==> src/rtl/vtg_pkg.sv <==
package vtg_pkg;

  typedef enum logic [1:0] {
    STD_525_RECT = 2'd0,
    STD_525_SQR  = 2'd1,
    STD_625_RECT = 2'd2,
    STD_625_SQR  = 2'd3
  } vtg_std_e;

  localparam int unsigned LINES_525 = 525;
  localparam int unsigned LINES_625 = 625;

  // Active line ranges (first field, second field)
  localparam int unsigned V525_F1_FIRST = 23;
  localparam int unsigned V525_F1_LAST  = 262;
  localparam int unsigned V525_F2_FIRST = 285;
  localparam int unsigned V525_F2_LAST  = 524;
  localparam int unsigned V625_F1_FIRST = 23;
  localparam int unsigned V625_F1_LAST  = 310;
  localparam int unsigned V625_F2_FIRST = 336;
  localparam int unsigned V625_F2_LAST  = 623;

  // First line of the second field's blanking, where the field flag flips
  localparam int unsigned FLIP_525 = 263;
  localparam int unsigned FLIP_625 = 311;

  function automatic logic std_is_625(vtg_std_e s);
    return s[1];
  endfunction

  function automatic logic line_visible(int unsigned ln, logic is625);
    if (is625)
      return (ln >= V625_F1_FIRST && ln <= V625_F1_LAST) ||
             (ln >= V625_F2_FIRST && ln <= V625_F2_LAST);
    return (ln >= V525_F1_FIRST && ln <= V525_F1_LAST) ||
           (ln >= V525_F2_FIRST && ln <= V525_F2_LAST);
  endfunction

  function automatic logic line_second_field(int unsigned ln, logic is625);
    return ln >= (is625 ? FLIP_625 : FLIP_525);
  endfunction

endpackage

==> src/rtl/vtg_wrap_cnt.sv <==
module vtg_wrap_cnt #(
  parameter int W    = 10,
  parameter int BASE = 0
) (
  input  logic         clk,
  input  logic         rst,
  input  logic         en,
  input  logic [W-1:0] last_i,
  output logic [W-1:0] q_o,
  output logic [W-1:0] nxt_o,
  output logic         wrap_o
);

  localparam logic [W-1:0] BASE_V = W'(BASE);

  assign wrap_o = en && (q_o == last_i);

  always_comb begin
    if (!en)        nxt_o = q_o;
    else if (wrap_o) nxt_o = BASE_V;
    else            nxt_o = q_o + 1'b1;
  end

  always_ff @(posedge clk) begin
    if (rst) q_o <= BASE_V;
    else     q_o <= nxt_o;
  end

endmodule

==> src/rtl/vtg_hgeom.sv <==
module vtg_hgeom
  import vtg_pkg::*;
#(
  parameter int PIX_W   = 10,
  parameter int TOT_0   = 858,
  parameter int ACT_0   = 720,
  parameter int TOT_1   = 780,
  parameter int ACT_1   = 640,
  parameter int TOT_2   = 864,
  parameter int ACT_2   = 720,
  parameter int TOT_3   = 944,
  parameter int ACT_3   = 768,
  parameter int FRONT_PORCH = 16
) (
  input  vtg_std_e         std_cur_i,
  input  vtg_std_e         std_eval_i,
  output logic [PIX_W-1:0] tot_m1_o,
  output logic [PIX_W-1:0] h_first_o,
  output logic [PIX_W-1:0] h_last_o
);

  localparam int NSTD = 4;
  localparam int TOT_T [NSTD] = '{TOT_0, TOT_1, TOT_2, TOT_3};
  localparam int ACT_T [NSTD] = '{ACT_0, ACT_1, ACT_2, ACT_3};

  logic [PIX_W-1:0] tab_m1    [NSTD];
  logic [PIX_W-1:0] tab_first [NSTD];
  logic [PIX_W-1:0] tab_last  [NSTD];

  for (genvar g = 0; g < NSTD; g++) begin : g_std
    assign tab_m1[g]    = PIX_W'(TOT_T[g] - 1);
    assign tab_first[g] = PIX_W'(TOT_T[g] - ACT_T[g] - FRONT_PORCH);
    assign tab_last[g]  = PIX_W'(TOT_T[g] - FRONT_PORCH - 1);
  end

  assign tot_m1_o  = tab_m1[2'(std_cur_i)];
  assign h_first_o = tab_first[2'(std_eval_i)];
  assign h_last_o  = tab_last[2'(std_eval_i)];

endmodule

==> src/rtl/vtg_region.sv <==
module vtg_region
  import vtg_pkg::*;
#(
  parameter int PIX_W  = 10,
  parameter int LINE_W = 10
) (
  input  logic [PIX_W-1:0]  pix_i,
  input  logic [LINE_W-1:0] line_i,
  input  vtg_std_e          std_i,
  input  logic [PIX_W-1:0]  h_first_i,
  input  logic [PIX_W-1:0]  h_last_i,
  output logic              h_act_o,
  output logic              v_act_o,
  output logic              fld_o
);

  logic is625;

  assign is625   = std_is_625(std_i);
  assign h_act_o = (pix_i >= h_first_i) && (pix_i <= h_last_i);
  assign v_act_o = line_visible(32'(line_i), is625);
  assign fld_o   = line_second_field(32'(line_i), is625);

endmodule

==> src/rtl/vtg_timing.sv <==
module vtg_timing
  import vtg_pkg::*;
#(
  parameter int PIX_W       = 10,
  parameter int LINE_W      = 10,
  parameter int TOT_0       = 858,
  parameter int ACT_0       = 720,
  parameter int TOT_1       = 780,
  parameter int ACT_1       = 640,
  parameter int TOT_2       = 864,
  parameter int ACT_2       = 720,
  parameter int TOT_3       = 944,
  parameter int ACT_3       = 768,
  parameter int FRONT_PORCH = 16
) (
  input  logic              clk,
  input  logic              rst,
  input  logic              smp_en,
  input  logic [1:0]        std_sel,
  output logic [PIX_W-1:0]  pix_idx,
  output logic [LINE_W-1:0] line_num,
  output logic              h_active,
  output logic              v_active,
  output logic              active,
  output logic              field_even,
  output logic              line_start
);

  localparam logic [LINE_W-1:0] LAST_525 = LINE_W'(LINES_525);
  localparam logic [LINE_W-1:0] LAST_625 = LINE_W'(LINES_625);
  localparam logic [LINE_W-1:0] LINE_ONE = LINE_W'(1);

  vtg_std_e          std_in, std_cur, std_next, std_eval;
  logic [PIX_W-1:0]  pix_nxt, tot_m1, h_first, h_last, pix_eval;
  logic [LINE_W-1:0] line_nxt, line_last, line_eval;
  logic              pix_wrap, frame_wrap;
  logic              h_eval, v_eval, f_eval;

  assign std_in    = vtg_std_e'(std_sel);
  assign line_last = std_is_625(std_cur) ? LAST_625 : LAST_525;
  assign std_next  = frame_wrap ? std_in : std_cur;

  // Geometry for the next cycle; during reset the state being loaded is used
  assign std_eval  = rst ? std_in   : std_next;
  assign pix_eval  = rst ? '0       : pix_nxt;
  assign line_eval = rst ? LINE_ONE : line_nxt;

  vtg_hgeom #(
    .PIX_W(PIX_W), .TOT_0(TOT_0), .ACT_0(ACT_0), .TOT_1(TOT_1), .ACT_1(ACT_1),
    .TOT_2(TOT_2), .ACT_2(ACT_2), .TOT_3(TOT_3), .ACT_3(ACT_3),
    .FRONT_PORCH(FRONT_PORCH)
  ) u_geom (
    .std_cur_i (std_cur),
    .std_eval_i(std_eval),
    .tot_m1_o  (tot_m1),
    .h_first_o (h_first),
    .h_last_o  (h_last)
  );

  vtg_wrap_cnt #(.W(PIX_W), .BASE(0)) u_pix_cnt (
    .clk   (clk),
    .rst   (rst),
    .en    (smp_en),
    .last_i(tot_m1),
    .q_o   (pix_idx),
    .nxt_o (pix_nxt),
    .wrap_o(pix_wrap)
  );

  vtg_wrap_cnt #(.W(LINE_W), .BASE(1)) u_line_cnt (
    .clk   (clk),
    .rst   (rst),
    .en    (pix_wrap),
    .last_i(line_last),
    .q_o   (line_num),
    .nxt_o (line_nxt),
    .wrap_o(frame_wrap)
  );

  vtg_region #(.PIX_W(PIX_W), .LINE_W(LINE_W)) u_region (
    .pix_i    (pix_eval),
    .line_i   (line_eval),
    .std_i    (std_eval),
    .h_first_i(h_first),
    .h_last_i (h_last),
    .h_act_o  (h_eval),
    .v_act_o  (v_eval),
    .fld_o    (f_eval)
  );

  always_ff @(posedge clk) begin
    std_cur    <= std_eval;
    h_active   <= h_eval;
    v_active   <= v_eval;
    active     <= h_eval && v_eval;
    field_even <= f_eval;
    line_start <= !rst && pix_wrap;
  end

endmodule

==> config.mk <==
export PLATFORM = sky130hd
export DESIGN_NAME = vtg_timing
export DESIGN_NICKNAME = d
export VERILOG_FILES = /design/src/rtl/vtg_pkg.sv /design/src/rtl/vtg_wrap_cnt.sv /design/src/rtl/vtg_hgeom.sv /design/src/rtl/vtg_region.sv /design/src/rtl/vtg_timing.sv
export SDC_FILE = /design/constraint.sdc
export NUM_CORES = 1
export LEC_CHECK = 0
export BUFFER_PORTS_ARGS = -buffer_cell sky130_fd_sc_hd__buf_2
export CELL_PAD_IN_SITES_DETAIL_PLACEMENT = 1
export CELL_PAD_IN_SITES_GLOBAL_PLACEMENT = 2
export CORE_MARGIN = 10
export CORE_UTILIZATION = 36
export DETAILED_ROUTE_END_ITERATION = 6
export PLACE_DENSITY_LB_ADDON = 0.2
export SYNTH_ARGS = -nofsm -noshare
export SYNTH_HDL_FRONTEND = slang
export SYNTH_SLANG_ARGS = --single-unit
==> constraint.sdc <==
create_clock -name clk -period 11.16 [get_ports clk]
set_input_delay 2.79 -clock clk [delete_from_list [all_inputs] [get_ports clk]]
set_output_delay 2.79 -clock clk [all_outputs]
set_load 0.03 [all_outputs]
==> summary.md <==
| Metric | Value |
|---|---|
| Yosys top cell area share | 25.7% |
| First-pass iteration count of the detailed router | 4 |
| Die X | 96.5 µm |
| Final Skew | 11.1 ps |
| Layout cells sized above 1 | 16.5% |
| Core area | 5610 µm² |
| GRT Total Usage | 15.0% |
| Gates resized, CTS repair | 0 |
| Most area-hungry cell type in the Yosys netlist | dfxtp_1 |
| Total grt overflow | 0 |
| Power Internal | ~130 µW |
| Min cycle time layout | between 6000 and 7000 ps |
| Total wire length | 6.81 mm |
| Initial antenna violation count | 0 |
| Slew Limit Fails | 0 |
| Fin. Hold Viols | 0 |
| Clock Path Buffers | 2 |
| Num rows | 27 |
| Hold_buf cts | 0 |
| Synth Flop Type | dfxtp_1 |
| Drt via density | around 6 |
| DP HPWL | roughly 5.3 mm |
| Post-DRT Antenna Nets | 0 |
| Later-pin clock latency in the skew report | ~280 ps |
| Clock power frac | 31.6% |
| Nets | 309 |
| Comb power frac | 13.2% |
| Post-synth cell types | 60 |
| Seq pwr share | 55.2% |
| Fillers | between 700 and 800 |
| Number of global-route vias before repair | 2023 |
| Worst hold path type | flop to flop |
| RR Startpoint | u_line_cnt.q_o[0] |
| Switching power total | 51.5 µW |
| HP Start | u_line_cnt.q_o[1] |
| Worst Path Max Fanout | 12 |
| Sink Count | 27 |
| EDFF count, synth | 0 |
| Clk slew on worst S/H paths | 90 ps |
| Switching part of the total | around 28% |
| Top area cells in the synthesized netlist | dfxtp_1 (26%), ha_1 (11%), nor2_1 (5.9%) |
| 1st-iter DRT viols | 87 |
| Die area | about 9300 µm² |
| CTS root buf | clkbuf_8 |
| Die height | 96.5 µm |
| P_leak | 1.00 nW |
| Post-Syn Area | approximately 2100 µm² |
| Required time worst endpoint | approximately 11000 ps |
| Final setup viols | 0 |
| Register area share after synthesis | between 20% and 30% |
| CP startpoint | smp_en |
| Cell Pwr Density | around 78 nW/µm² |
| Yosys warnings | 0 |
| Async set-reset flop share out of synthesis | 0% |
| Max Cap Viol | 0 |
| Count leader, synth | nor2_1 |
| F_max | 0.166 GHz |
| # DRC | 0 |
| Mapped Cells | 261 |
| Setup TNS | 0 ps |
| Starting Density | 37.6% |
| Status | completed |
| Routed WL per cell | 19.1 µm |
| Crit path kind | input pin to flop |
| Final worst path period share | 53.9% |
| Synthesized flop and latch total | 27 |
| FF+latch area | 541 µm² |
| Setup Fix Bufs, Post-CTS | 0 |
| Antenna fix cells | 0 |
| Crit end category | flop |
| PortBufs | 29 |
| Maximum vdd drop | 41.0 µV |
| Footprint of the multi-input gates | 1460 µm² |
| Area Overhead vs Synth | 11.2% |
| RSZ-0062 raised after global routing | false |
| Final total power | between 150 and 200 µW |
| Post-Synthesis Net Count | 285 |
| Htree depth | 1 |
| Largest net degree at the start of global routing | 19 |
| CTS buffer count | 3 |
| Via Count | just over 2000 |
| RePlAce Congestion | 0.801 |
| Avg Cell Area, Syn | 8.07 µm² |
| Post-Route Utilization | a little over two fifths |
| Slew HR | 52.0% |
| Worst Path Arrival | 6240 ps |
| Synth top cells by count | nor2_1 (33), dfxtp_1 (27), nand2_1 (22) |
| Worst Setup Start Kind | input pin |
| Worst Max-Slew Pin Slew | 706 ps |
| CTS tree | done |
| Ports | 30 |
| First-pass GRT wire length | 11.1 mm |
[state kept, by name, summed over array words and instances, names as in the netlist]
| register | flops |
|---|---|
| active | 1 |
| field_even | 1 |
| h_active | 1 |
| line_start | 1 |
| std_cur | 2 |
| u_line_cnt.q_o | 10 |
| u_pix_cnt.q_o | 10 |
| v_active | 1 |
[logic make-up after synthesis]
kind of cell             count (synthesis)  synth area share (%)
AND/OR/NAND/NOR                        106                  25.3
adder cells (fa/ha/maj)                 19                  11.3
flip-flops                              27                  25.7
XOR/XNOR                                14                  5.82
AO/OA/AOI/OAI                           67                  25.6
multiplexers                             2                  1.13
buffers and inverters                   26                  5.23
[routing by layer]
layer / up-vias / GRT usage [%] / share of wire, %
met5: - / 0 / 0
met4: 0 / 2.54 / 0.57
met3: 4 / 2.31 / 5.7
met2: 39 / 21.5 / 42
met1: 1011 / 22.8 / 52
li1: 1025 / - / -
[final timing paths]
check                      endpoint  slack, ps  cells after the start
hold / removal    u_line_cnt.q_o[1]        610                      2
setup reg to reg             active       6930                     13
setup / recovery             active       5140                     13
hold reg to reg   u_line_cnt.q_o[1]        610                      2
[through the flow]
step	hold slack, ps	cells	setup WS [ps]	area, µm²
2_1_floorplan	671	261	5470	2110
3_3_place_gp	599	352	5070	2290
3_5_place_dp	596	352	4900	2290
4_1_cts	613	356	5170	2340
5_1_grt	663	356	4880	2340
6_report	609	356	5140	2340
[worst max-delay path, cell delays in order]
cell,delay [ps]
buf_2,160
nand4_1,120
nor2_1,300
o211a_1,470
a21oi_2,140
mux2i_2,610
nand2_1,210
ha_1,350
a21o_1,180
a22o_1,220
a211o_1,270
a32oi_1,220
and4_1,200
[power by group through the flow]
stage / combinational [mW] / clock, mW / sequential, mW
2_1_floorplan: 0.0167 / 0 / 0.104
6_report: 0.0242 / 0.0579 / 0.101
3_3_place_gp: 0.0234 / 0 / 0.103
3_5_place_dp: 0.0243 / 0 / 0.104
4_1_cts: 0.0245 / 0.0601 / 0.101
5_1_grt: 0.0277 / 0.0639 / 0.102
[layout make-up]
class | instances | share of cell area, %
repair buffers | 30 | 6.52
inverters | 15 | 2.41
well taps | 72 | 3.85
flip-flops and latches | 27 | 23.1
multi-input cells | 208 | 62.2
clock buffers | 3 | 1.76
clock inverters | 1 | 0.214
[cells in the final DEF (no fill, tap or decap), types with 2 or more instances in the layout]
| cell | n |
|---|---|
| nand2_1 | 22 |
| dfxtp_1 | 27 |
| a21oi_1 | 9 |
| nor3_1 | 9 |
| or3_1 | 4 |
| clkbuf_8 | 3 |
| o2111ai_1 | 6 |
| a22o_1 | 2 |
| nand3_1 | 9 |
| ha_1 | 19 |
| and4_1 | 3 |
| a31oi_1 | 5 |
| o211ai_1 | 2 |
| a21boi_0 | 2 |
| o31ai_1 | 3 |
| a21o_1 | 3 |
| and3_1 | 5 |
| inv_1 | 14 |
| xor2_1 | 9 |
| buf_2 | 29 |
| a211oi_1 | 3 |
| nor2_1 | 33 |
| o21a_1 | 3 |
| a21oi_2 | 2 |
| nand2b_1 | 2 |
| xnor2_1 | 5 |
| nand4_1 | 10 |
| o21ai_0 | 10 |
No activity file was read; power rests on OpenSTA's default activity.
